`src/rtl/bsf_pkg.sv`:
```
// Shared types for the beacon superframe timer.
// Assumes a byte-wide order register split into two equal nibbles.
package bsf_pkg;
    localparam int ORD_W = 4;
    typedef logic [ORD_W-1:0] ord_t;
    // Upper nibble: interval exponent; lower nibble: active exponent.
    typedef struct packed {
        ord_t bcn_ord;
        ord_t act_ord;
    } order_cfg_t;
endpackage

```
`src/rtl/bsf_cfg_ctrl.sv`:
```
// Order register control: checks each written order byte, holds a legal
// value as pending until the next interval boundary, and keeps a sticky
// error for an illegal one. Assumes restart pulses only while run_ok is high.
module bsf_cfg_ctrl
    import bsf_pkg::*;
#(
    parameter int MAX_ORDER = 14
) (
    input  logic       clk,
    input  logic       rst_n,
    input  logic       timer_en,
    input  logic       order_wr,
    input  order_cfg_t order_in,
    input  logic       restart,
    output order_cfg_t cur_cfg,
    output logic       run_ok,
    output logic       order_err
);
    order_cfg_t cur_q, pend_q;
    logic       cur_ok_q, pend_ok_q, err_q;
    logic       wr_legal;

    // Legality: interval exponent in range, active exponent not above it.
    assign wr_legal = (order_in.bcn_ord <= ord_t'(MAX_ORDER)) &&
                      (order_in.act_ord <= order_in.bcn_ord);

    // Register update: a write wins over taking the pending value.
    always_ff @(posedge clk) begin
        if (!rst_n) begin
            cur_q     <= '0;
            pend_q    <= '0;
            cur_ok_q  <= 1'b0;
            pend_ok_q <= 1'b0;
            err_q     <= 1'b0;
        end else if (order_wr) begin
            if (wr_legal) begin
                pend_q    <= order_in;
                pend_ok_q <= 1'b1;
                err_q     <= 1'b0;
            end else begin
                pend_ok_q <= 1'b0;
                cur_ok_q  <= 1'b0;
                err_q     <= 1'b1;
            end
        end else if (restart && pend_ok_q) begin
            cur_q     <= pend_q;
            cur_ok_q  <= 1'b1;
            pend_ok_q <= 1'b0;
        end
    end

    // Run permission: enabled, no error, some legal setting, no bad write now.
    always_comb begin
        run_ok = timer_en && !err_q && (cur_ok_q || pend_ok_q) &&
                 !(order_wr && !wr_legal);
    end

    assign cur_cfg   = cur_q;
    assign order_err = err_q;
endmodule

```
`src/rtl/bsf_sym_counter.sv`:
```
// Symbol counter: counts ticks inside an interval, restarts at zero on the
// last symbol or when the timer first starts, and registers the beacon pulse.
// Assumes at_last is computed from the setting in force for this interval.
module bsf_sym_counter #(
    parameter int CNT_W = 24
) (
    input  logic             clk,
    input  logic             rst_n,
    input  logic             sym_tick,
    input  logic             run_ok,
    input  logic             at_last,
    output logic [CNT_W-1:0] cnt,
    output logic             running,
    output logic             restart,
    output logic             beacon
);
    logic [CNT_W-1:0] cnt_q;
    logic             running_q, bcn_q;

    // Boundary: the first tick after start, or the tick on the last symbol.
    assign restart = run_ok && sym_tick && (!running_q || at_last);

    // Count state: cleared while stopped, stepped on ticks while running.
    always_ff @(posedge clk) begin
        if (!rst_n || !run_ok) begin
            cnt_q     <= '0;
            running_q <= 1'b0;
            bcn_q     <= 1'b0;
        end else begin
            bcn_q <= restart;
            if (restart) begin
                cnt_q     <= '0;
                running_q <= 1'b1;
            end else if (sym_tick) begin
                cnt_q <= cnt_q + CNT_W'(1);
            end
        end
    end

    assign cnt     = cnt_q;
    assign running = running_q;
    assign beacon  = bcn_q;
endmodule

```
`src/rtl/bsf_phase_decode.sv`:
```
// Phase decode: turns the symbol count and the current orders into the
// last-symbol marker and the active/inactive flags.
// Assumes BASE_SYMS << MAX_ORDER fits in CNT_W bits.
module bsf_phase_decode
    import bsf_pkg::*;
#(
    parameter int BASE_SYMS = 960,
    parameter int CNT_W     = 24
) (
    input  order_cfg_t       cur_cfg,
    input  logic [CNT_W-1:0] cnt,
    input  logic             running,
    output logic             at_last,
    output logic             active,
    output logic             inactive
);
    logic [CNT_W-1:0] bi_len, sd_len;

    // Span lengths: the base scaled by each exponent.
    always_comb begin
        bi_len = CNT_W'(BASE_SYMS) << cur_cfg.bcn_ord;
        sd_len = CNT_W'(BASE_SYMS) << cur_cfg.act_ord;
    end

    // Flags: compare the count against the two span ends.
    always_comb begin
        at_last  = (cnt == bi_len - CNT_W'(1));
        active   = running && (cnt < sd_len);
        inactive = running && !(cnt < sd_len);
    end
endmodule

```
`src/rtl/bsf_superframe_timer.sv`:
```
// Top of the beacon superframe timer: wires order control, symbol counter
// and phase decode. Assumes sym_tick is a single-cycle strobe.
module bsf_superframe_timer
    import bsf_pkg::*;
#(
    parameter int BASE_SYMS = 960,
    parameter int MAX_ORDER = 14
) (
    input  logic               clk,
    input  logic               rst_n,
    input  logic               sym_tick,
    input  logic               timer_en,
    input  logic               order_wr,
    input  logic [2*ORD_W-1:0] order_in,
    output logic               beacon_start,
    output logic               sf_active,
    output logic               sf_inactive,
    output logic               order_err
);
    localparam int CNT_W = $clog2(BASE_SYMS + 1) + MAX_ORDER;

    order_cfg_t       cur_cfg;
    logic             run_ok, restart, at_last, running;
    logic [CNT_W-1:0] cnt;

    bsf_cfg_ctrl #(.MAX_ORDER(MAX_ORDER)) u_cfg (
        .clk       (clk),
        .rst_n     (rst_n),
        .timer_en  (timer_en),
        .order_wr  (order_wr),
        .order_in  (order_cfg_t'(order_in)),
        .restart   (restart),
        .cur_cfg   (cur_cfg),
        .run_ok    (run_ok),
        .order_err (order_err)
    );

    bsf_sym_counter #(.CNT_W(CNT_W)) u_cnt (
        .clk      (clk),
        .rst_n    (rst_n),
        .sym_tick (sym_tick),
        .run_ok   (run_ok),
        .at_last  (at_last),
        .cnt      (cnt),
        .running  (running),
        .restart  (restart),
        .beacon   (beacon_start)
    );

    bsf_phase_decode #(.BASE_SYMS(BASE_SYMS), .CNT_W(CNT_W)) u_dec (
        .cur_cfg  (cur_cfg),
        .cnt      (cnt),
        .running  (running),
        .at_last  (at_last),
        .active   (sf_active),
        .inactive (sf_inactive)
    );
endmodule

```
`config.mk`:
```
export PLATFORM = sky130hd
export DESIGN_NAME = bsf_superframe_timer
export DESIGN_NICKNAME = d
export VERILOG_FILES = /design/src/rtl/bsf_pkg.sv /design/src/rtl/bsf_cfg_ctrl.sv /design/src/rtl/bsf_sym_counter.sv /design/src/rtl/bsf_phase_decode.sv /design/src/rtl/bsf_superframe_timer.sv
export SDC_FILE = /design/constraint.sdc
export NUM_CORES = 1
export LEC_CHECK = 0
export BUFFER_PORTS_ARGS = -buffer_cell sky130_fd_sc_hd__buf_2
export CAP_MARGIN = 25
export CORE_ASPECT_RATIO = 1.5
export CORE_MARGIN = 2
export CORE_UTILIZATION = 50
export CTS_BUF_LIST = sky130_fd_sc_hd__clkbuf_2 sky130_fd_sc_hd__clkbuf_4 sky130_fd_sc_hd__clkbuf_8
export CTS_CLUSTER_SIZE = 12
export DETAILED_ROUTE_END_ITERATION = 6
export PLACE_DENSITY_LB_ADDON = 0.15
export SLEW_MARGIN = 20
export SYNTH_ARGS = -nofsm -noshare
export SYNTH_HDL_FRONTEND = slang
export SYNTH_SLANG_ARGS = --single-unit
```
`constraint.sdc`:
```
create_clock -name clk -period 6.9 [get_ports clk]
set_input_delay 1.035 -clock clk [delete_from_list [all_inputs] [get_ports clk]]
set_output_delay 1.035 -clock clk [all_outputs]
set_load 0.01 [all_outputs]
```
==> reports/results.txt, run 1 <==
Top FF cell, synth: dfxtp_1
DR DRC count: 0
Total GRT Usage: 0.2103
Reg area: 900.9 um2
cts repair resizes: 0
CTS Buf Count: 5
initial antenna violation count: 0
status: finished, final reports clean
P per Cell Area: 141.9 nW/um2
drt pass-1 iters: 4
first-pass GRT wire length: 12.42 mm
placer congestion estimate: 0.8741
total power: 0.0005002 W
Setup crit end kind: flop
Slew Limit Headroom: 0.4356
CP dominant cell by count: ha_1
DR vias/cell: 5.668
Final Routed Wirelength: 7.648 mm
Syn-to-layout area delta: 5.034%
Post-Place Setup Slack: 2558 ps
Startpoint Class: flop
share of cells above drive strength 1: 0.08852
syn_area_per_cell: 8.009 um2
CP Buf/Inv Count: 1
fin crit share: 0.6439
CTS tree: yes
CORE AREA: 6486 um2
sequential area share after synthesis: 0.2685
Post-Route Skew: 11.06 ps
hold slack: 462.0 ps
Async SR Flop Fraction: 0
Synth Instances: 419
Antenna diodes: 0
worst path cell trace: inv_1 > ha_1 > nand2_1 > ha_1 > or3b_2 > a21boi_0 > nor4_1 > a211oi_1 > and4bb_1 > a31oi_4 > nor4b_4 > mux2i_1
vias in the first global route: 2,635
IO buf count: 16
hold buffers post-CTS: 0
worst stage delay on the critical path: 880 ps
Tmin final: 4443 ps
area of the multi-input gates: 2285 um2
Clock Tree Buf Depth: 2
CP arrival: 4680 ps
# setup viols final: 0
post-synthesis instance area: 3356 um2
CP required: 7130 ps
Post-DRT Antenna Nets: 0
YS warnings: 0
Avg WL per Cell: 15.48 um
H-tree levels: 2
Die Wd: 70.89 um
Chip Height: 104.3 um
largest net degree at the start of global routing: 30
Crit Path Class: reg2reg
Die Area: 7396 um2
commonest cells after routing, fill and taps aside: nor2_1, dfxtp_1, nand2_1
row count: 36
Max Clock Freq: 225.1 MHz
leakage: 1.394 nW
Post-synth EDFFs: 0
clock latency on the worst-skew pair: 310 ps
delay-heaviest family, CP: simple AND/OR/NAND/NOR gates
slowest stage cell, crit path: dfxtp_1
# IOs: 17
clk slew on worst S/H paths: 90 ps
Mapped Nets: 460
distinct cell type count after synthesis: 56
final instance area: 3525 um2
maxcap violations: 0
total congestion overflow: 0
commonest non-fill, non-tap cell in the layout: nor2_1
nets: 459
setup repair bufs after CTS: 0
Hold WC Path Type: reg2reg
DP Wirelength: 5.837 mm
root buffer cell: clkbuf_8
setup TNS: 0 ps
Clock Sink Count: 45
Least-Margin Pin Slew: 845.5 ps
fin. max-slew vios: 0
placed instance area: 3421 um2
RSZ-0062 raised after global routing: no
Vias: 2,800
DR iter-0 viols: 125
Worst VDD drop: 0.1467 mV
Yosys reg bits: 45
Setup WS post-layout: 2457 ps
Filler cells: 643
initial core utilization: 0.5174
critical path fanouts, max: 25
endpoints failing hold: 0
-- layer usage --
layer / vias up / routed length [um] / GRT usage
met4: 0 / 240 / 0.07951
li1: 1452 / - / -
met2: 50 / 3943 / 0.3752
met1: 1279 / 3219 / 0.2448
met3: 19 / 244 / 0.03682
met5: - / 0 / 0
-- logic make-up (layout without fill, tap and decap cells) --
kind of cell	Yosys count	count (layout)	synth area share
adder cells (fa/ha/maj)	28	28	0.1044
buffers and inverters	40	39	0.05070
flip-flops	45	45	0.2685
XOR/XNOR	37	37	0.09657
AO/OA/AOI/OAI	68	68	0.1421
multiplexers	18	18	0.05444
AND/OR/NAND/NOR	183	183	0.2834
-- path summary, 6_finish.rpt --
path / endpoint / cells past startpoint / slack (ps) / start
worst max-delay path: u_cfg.cur_cfg[1] / 12 / 2460 / u_cfg.cur_cfg[6]
worst min-delay path: u_cfg.cur_cfg[2] / 2 / 460 / u_cfg.pend_q[2]
worst max register to register: u_cfg.cur_cfg[1] / 12 / 2460 / u_cfg.cur_cfg[6]
worst min register to register: u_cfg.cur_cfg[2] / 2 / 460 / u_cfg.pend_q[2]
-- power by group --
part | internal (W) | leakage [nW] | switching (W) | total (W)
clock | 0.000105 | 0.0540 | 0.0000911 | 0.000196
combinational | 0.0000158 | 0.976 | 0.0000205 | 0.0000363
sequential | 0.000264 | 0.364 | 0.00000320 | 0.000267
-- through the flow --
stage	std cells	util
global route	494	0.5434
floorplan	419	-
CTS	494	0.5434
finish	494	0.5434
detailed placement	487	0.5274
global placement	487	0.5274
-- state kept, by name, summed over array words and instances, names as in the netlist --
name             count
u_cnt.cnt           24
u_cfg.cur_cfg        8
u_cfg.pend_q         8
u_cfg.cur_ok_q       1
u_cfg.order_err      1
u_cfg.pend_ok_q      1
u_cnt.beacon         1
u_cnt.running        1
-- final cells by class --
cell class                      count  area share
Multi-Input combinational cell    334      0.6482
Sequential cell                    45      0.2556
Tap cell                           76     0.02698
Timing Repair Buffer               16     0.02272
Clock buffer                        5     0.01952
Inverter                           16     0.01704
Clock inverter                      2    0.009940
-- synth_stat cells, drive strengths merged, types with 2 or more instances --
library cell	number	share of area
and3	8	0.015
nand2	44	0.049
xor2	17	0.044
nand2b	10	0.019
clkbuf	18	0.020
buf	6	0.013
xnor2	20	0.052
o22ai	2	0.0037
nor3	3	0.0045
nor2	48	0.054
or2	4	0.0075
nand4b	2	0.0052
mux2i	16	0.048
a211oi	7	0.016
a21oi	14	0.021
and2	5	0.0093
nand4	12	0.024
o21ai	14	0.021
o21a	8	0.018
mux2	2	0.0067
or3	2	0.0037
a31o	2	0.0052
dfxtp	45	0.27
and4	2	0.0052
o211a	2	0.0060
o211ai	2	0.0045
ha	28	0.10
a31oi	2	0.0082
a21o	4	0.0089
nor2b	16	0.030
nand3	14	0.021
nor4	5	0.0093
or3b	2	0.0052
o2111a	2	0.0067
nand3b	2	0.0045
inv	15	0.017
-- tightest hold or removal path, stage by stage (launching register included) --
cell and delay [ps]:
dfxtp_1 320, nand2_1 50, mux2i_1 50
No activity file was read; power rests on OpenSTA's default activity.
==> run 2: changes to the inputs <==
- ABC_AREA: default -> 1
- clock period: 6.9 -> 4.4 ns (I/O delays scaled with it)
==> reports/results.txt, run 2 <==
Tmin final: 3243 ps
setup TNS: 0 ps (unchanged)
total congestion overflow: 0 (unchanged)
Final Routed Wirelength: 8.284 mm (+8.3%)
Async SR Flop Fraction: 0 (unchanged)
Total GRT Usage: 0.2285 (+0.01826)
met1 Use GR: 0.2453 (+0.0005541)
distinct cell type count after synthesis: 43 (-23%)
CP required: 3740 ps (-3390 ps)
GR Util met2: 0.4443 (+0.06913)
maxcap violations: 0 (unchanged)
Crit Path Class: reg2out
vias in the first global route: 3,188 (+21%)
Setup WS post-layout: 1157 ps (-1300 ps)
Antenna diodes: 0 (unchanged)
DP Wirelength: 6.791 mm (+16%)
endpoints failing hold: 0 (unchanged)
leakage: 1.818 nW (+30%)
Mapped Nets: 585 (+27%)
Die Area: 7714 um2 (+4.3%)
DR iter-0 viols: 179 (+43%)
Hold WC Path Type: reg2reg
fin. max-slew vios: 0 (unchanged)
Max Clock Freq: 308.4 MHz
Startpoint Class: flop
nets: 601 (+31%)
first-pass GRT wire length: 13.92 mm (+12%)
H-tree levels: 2 (unchanged)
post-synthesis instance area: 3507 um2 (+4.5%)
ranking of synthesized cells by area: dfxtp_1, nand2_1, ha_1, inv_1, nor2_1
largest net degree at the start of global routing: 25 (-17%)
Vias: 3,367 (+20%)
placer congestion estimate: 0.9080 (+3.9%)
# IOs: 17 (unchanged)
Synth Instances: 544 (+30%)
CORE AREA: 6852 um2 (+5.6%)
share of cells above drive strength 1: 0.09269 (+0.004175)
Yosys reg bits: 45 (unchanged)
row count: 37 (+2.8%)
RSZ-0062 raised after global routing: no
Chip Height: 106.6 um (+2.1%)
# setup viols final: 0 (unchanged)
Post-DRT Antenna Nets: 0 (unchanged)
Post-Place Setup Slack: 1342 ps (-1216 ps)
critical path fanouts, max: 10 (-60%)
fin crit share: 0.7370
Die Wd: 72.38 um (+2.1%)
Post-Route Skew: 7.620 ps (-3.445 ps)
Synth top cells by count: nand2_1, inv_1, nor2_1
Top FF cell, synth: dfxtp_1
Clock Sink Count: 45 (unchanged)
Least-Margin Pin Slew: 650.3 ps (-195.2 ps)
final core utilization: 0.5431 (about the same)
cell with the most instances after synthesis: nand2_1
hold buffers post-CTS: 0 (unchanged)
Slew Limit Headroom: 0.5649 (+0.1293)
CP arrival: 2580 ps (-2100 ps)
commonest cells after routing, fill and taps aside: nand2_1, inv_1, nor2_1
sequential area share after synthesis: 0.2569 (-0.01159)
max reg flops: 24 (unchanged)
DR vias/cell: 5.269 (-7.0%)
Setup crit end kind: primary output
Avg WL per Cell: 12.96 um (-16%)
top cell type's share of synthesized area: 0.2569 (-0.01159)
DR DRC count: 0 (unchanged)
initial core utilization: 0.5119 (-0.005491)
Post-synth EDFFs: 0 (unchanged)
root buffer cell: clkbuf_8
total power: 0.0007430 W (+49%)
initial antenna violation count: 0 (unchanged)
Worst VDD drop: 0.2016 mV (+37%)
clk slew on worst S/H paths: 80 ps (about the same)
setup repair bufs after CTS: 0 (unchanged)
post-synth top area cell: dfxtp_1
status: finished, final reports clean
cts repair resizes: 0 (unchanged)
IO buf count: 16 (unchanged)
YS warnings: 0 (unchanged)
P per Cell Area: 199.7 nW/um2 (+41%)
CTS Buf Count: 5 (unchanged)
GR peak layer: met2
CTS tree: yes
Syn-to-layout area delta: 6.101%
syn_area_per_cell: 6.447 um2 (-20%)
commonest non-fill, non-tap cell in the layout: nand2_1
clock latency on the worst-skew pair: 310 ps (about the same)
drt pass-1 iters: 4 (unchanged)
Clock Tree Buf Depth: 2 (unchanged)
GRT met3 Usage: 0.02632 (-0.01051)
[run 2: cell types whose count changed after synthesis, sizes merged, moves of 15 or more]
cell / before / now
nor2b: 16 / 0
nand3: 14 / 40
nand2: 44 / 149
clkbuf: 18 / 2
inv: 15 / 91
nor2: 48 / 65
mux2i: 16 / 1
[run 2: routing by layer]
metal	routed length (um)	vias up
li1	-	1781
met1	3359	1519
met2	4523	54
met3	227	13
met4	174	0
met5	0	-
[run 2: cells by family after synthesis]
family	count (synthesis)	share of synthesized area
muxes	1	0.002854
DFF	45	0.2569
AOI/OAI and AO/OA	54	0.09276
xor gates and xnor gates	20	0.04995
adders and majority gates	28	0.09989
buffers and inverters	99	0.1127
and+or+nand+nor	297	0.3849
[run 2: power by group]
group | internal [W] | switching [W] | leakage, nW
clock network | 0.000110 | 0.000147 | 0.0439
registers | 0.000417 | 0.00000485 | 0.365
logic | 0.0000221 | 0.0000424 | 1.41
total | 0.000549 | 0.000194 | 1.82
[run 2: critical path, stage by stage (launching register included)]
cell	delay [ps]
dfxtp_1	520
clkinv_1	310
nor2_1	210
a22oi_1	140
ha_1	290
nand2_1	60
nor2_1	140
o31ai_1	100
o211ai_1	90
nand2_1	70
nand3_1	110
nand2_1	60
inv_1	50
buf_2	120
[run 2: final timing paths]
kind,start,end,slack [ps],cells after the start
worst max-delay path,u_cfg.cur_cfg[3],sf_inactive,1160,13
worst min-delay path,u_cfg.pend_q[1],u_cfg.pend_q[1],460,2
worst max register to register,u_cfg.cur_cfg[6],u_cnt.cnt[3],1330,19
worst min register to register,u_cfg.pend_q[1],u_cfg.pend_q[1],460,2
[run 2: layout make-up]
class | instances | area [um2]
clock buffer | 5 | 68.82
clock inverter | 3 | 17.52
fill | 701 | 3131
inverter | 92 | 345.3
multi-input combinational | 400 | 2211
sequential | 45 | 900.9
tap | 78 | 97.59
timing repair buffer | 16 | 80.08
[run 2: through the flow]
step | area [um2] | cells | hold slack (ps)
after CTS | 3721 | 639 | 463.7
final | 3721 | 639 | 458.4
after global routing | 3721 | 639 | 487.4
after floorplan | 3507 | 544 | 429.8
after global placement | 3635 | 631 | 440.9
after detailed placement | 3635 | 631 | 451.4
==> run 3: changes to the inputs <==
- clock period: 4.4 -> 2.75 ns (I/O delays scaled with it)
==> reports/results.txt, run 3 (synthesized netlist as in run 2, its figures left out) <==
DP Wirelength: 7.007 mm (+3.2%)
Total GRT Usage: 0.2454 (+0.01687)
CP required: 2340 ps (-1400 ps)
Post-Route Skew: 13.77 ps (+6.146 ps)
Die Wd: 72.38 um (unchanged)
endpoints failing hold: 0 (unchanged)
Setup WS post-layout: 38.26 ps (-1119 ps)
nets: 621 (+3.3%)
share of cells above drive strength 1: 0.1910 (+0.09836)
initial core utilization: 0.5119 (unchanged)
setup TNS: 0 ps (unchanged)
Avg WL per Cell: 13.93 um (+7.5%)
DR vias/cell: 5.364 (+1.8%)
Slew Limit Headroom: 0.4686 (-0.09628)
drt pass-1 iters: 4 (unchanged)
critical path fanouts, max: 6 (-4)
clock latency on the worst-skew pair: 310 ps (about the same)
fin crit share: 0.9861
largest net degree at the start of global routing: 25 (unchanged)
Antenna diodes: 0 (unchanged)
Tmin final: 2712 ps
Vias: 3,535 (+5.0%)
R2R setup slack: 200 ps (-1130 ps)
Hold Path Cell Cnt: 3 (+1)
clk slew on worst S/H paths: 90 ps (about the same)
hold buffers post-CTS: 0 (unchanged)
Hold Path End: u_cfg.order_err
FF-to-FF Start: u_cfg.cur_cfg[5]
maxcap violations: 0 (unchanged)
CORE AREA: 6852 um2 (unchanged)
Clock Sink Count: 45 (unchanged)
# setup viols final: 0 (unchanged)
max reg flops: 24 (unchanged)
Post-Place Setup Slack: 61.20 ps (-1281 ps)
CTS Buf Count: 5 (unchanged)
root buffer cell: clkbuf_8
r2r endpoint: u_cnt.cnt[18]
Syn-to-layout area delta: 17.77%
# IOs: 17 (unchanged)
Chip Height: 106.6 um (unchanged)
first-pass GRT wire length: 15.05 mm (+8.1%)
fin. max-slew vios: 0 (unchanged)
total power: 0.001322 W (+78%)
final instance area: 4130 um2 (+11%)
row count: 37 (unchanged)
initial antenna violation count: 0 (unchanged)
placed instance area: 3732 um2 (+2.7%)
Clock Tree Buf Depth: 2 (unchanged)
Final Routed Wirelength: 9.180 mm (+11%)
R2R cell count: 16 (-3)
hold path startpoint: order_wr
Startpoint Class: flop
Hold WC Path Type: in2reg
Max Clock Freq: 368.8 MHz
placer congestion estimate: 0.9120 (+0.44%)
DR DRC count: 0 (unchanged)
Post-DRT Antenna Nets: 0 (unchanged)
total congestion overflow: 0 (unchanged)
Die Area: 7714 um2 (unchanged)
P per Cell Area: 320.1 nW/um2 (+60%)
Crit Path Class: reg2out
CTS tree: yes
IO buf count: 16 (unchanged)
DR iter-0 viols: 169 (-5.6%)
CP arrival: 2300 ps (-280 ps)
status: finished, final reports clean
commonest cells after routing, fill and taps aside: nand2_1, inv_1, nor2_1
H-tree levels: 2 (unchanged)
Least-Margin Pin Slew: 794.2 ps (+143.9 ps)
vias in the first global route: 3,406 (+6.8%)
commonest non-fill, non-tap cell in the layout: nand2_1
Worst VDD drop: 0.3490 mV (+73%)
leakage: 1.975 nW (+8.7%)
Setup crit end kind: primary output
run 3: changes by cell type in the layout (fill, tap and decap cells not counted), sizes merged:
cell,change
buf,+19
bufinv,+1
clkbuf,+1
clkinv,-2
nand3,+1
run 3: how the worst max path moves through the flow:
| stage | cells after the start | slack [ps] | end | from |
|---|---|---|---|---|
| 3_3_place_gp | 19 | 130 | u_cnt.cnt[18] | u_cfg.cur_cfg[5] |
| 2_1_floorplan | 20 | 240 | u_cnt.cnt[15] | u_cfg.cur_cfg[6] |
| 6_report | 14 | 40 | sf_inactive | u_cfg.cur_cfg[2] |
| 3_5_place_dp | 19 | 60 | u_cnt.cnt[18] | u_cfg.cur_cfg[5] |
| 4_1_cts | 12 | 6 | sf_active | u_cfg.cur_cfg[2] |
| 5_1_grt | 14 | -140 | sf_inactive | u_cfg.cur_cfg[2] |
run 3: worst max-delay path, stage by stage (launching register included):
cell      delay, ps
dfxtp_4         400
inv_6            60
buf_4           120
nor2_1          180
inv_1            80
ha_1            290
nand2_1          80
nor2_2          140
o31ai_1          90
o211ai_1        100
nand2_1         100
nand3_2         100
nand2_1          60
inv_1            60
buf_2           120
run 3: final cells by class:
type	count	area [um2]
clock buffers	6	82.58
clock inverters	2	37.54
fillers	676	2721
inverters	92	352.8
multi-input cells	401	2414
flip-flops and latches	45	912.1
well taps	78	97.59
repair buffers	35	234.0
run 3: timing repair:
item,in CTS,in global routing
pin swaps,0,19
cloned,0,1
gates resized for setup,2,54
setup endpoints to repair,2,35
buffers inserted,0,6
run 3: routing by layer:
metal,vias up,GRT usage,part of all wire
li1,1818,-,-
met2,62,0.4620,0.55
met3,27,0.02538,0.025
met4,0,0.1296,0.046
met5,-,0,0
met1,1628,0.2597,0.38
run 3: per-stage QoR:
step / hold slack, ps / utilization / std cells
detailed placement: 446.7 / 0.5447 / 644
floorplan: 429.8 / - / 544
global route: 379.3 / 0.6028 / 659
CTS: 353.5 / 0.5625 / 652
finish: 363.6 / 0.6028 / 659
global placement: 441.0 / 0.5447 / 644
run 3: power by group:
group	internal, W	leakage (nW)	switching (W)
registers	0.000665	0.368	0.00000743
logic	0.0000414	1.55	0.0000745
clock network	0.000296	0.0574	0.000238
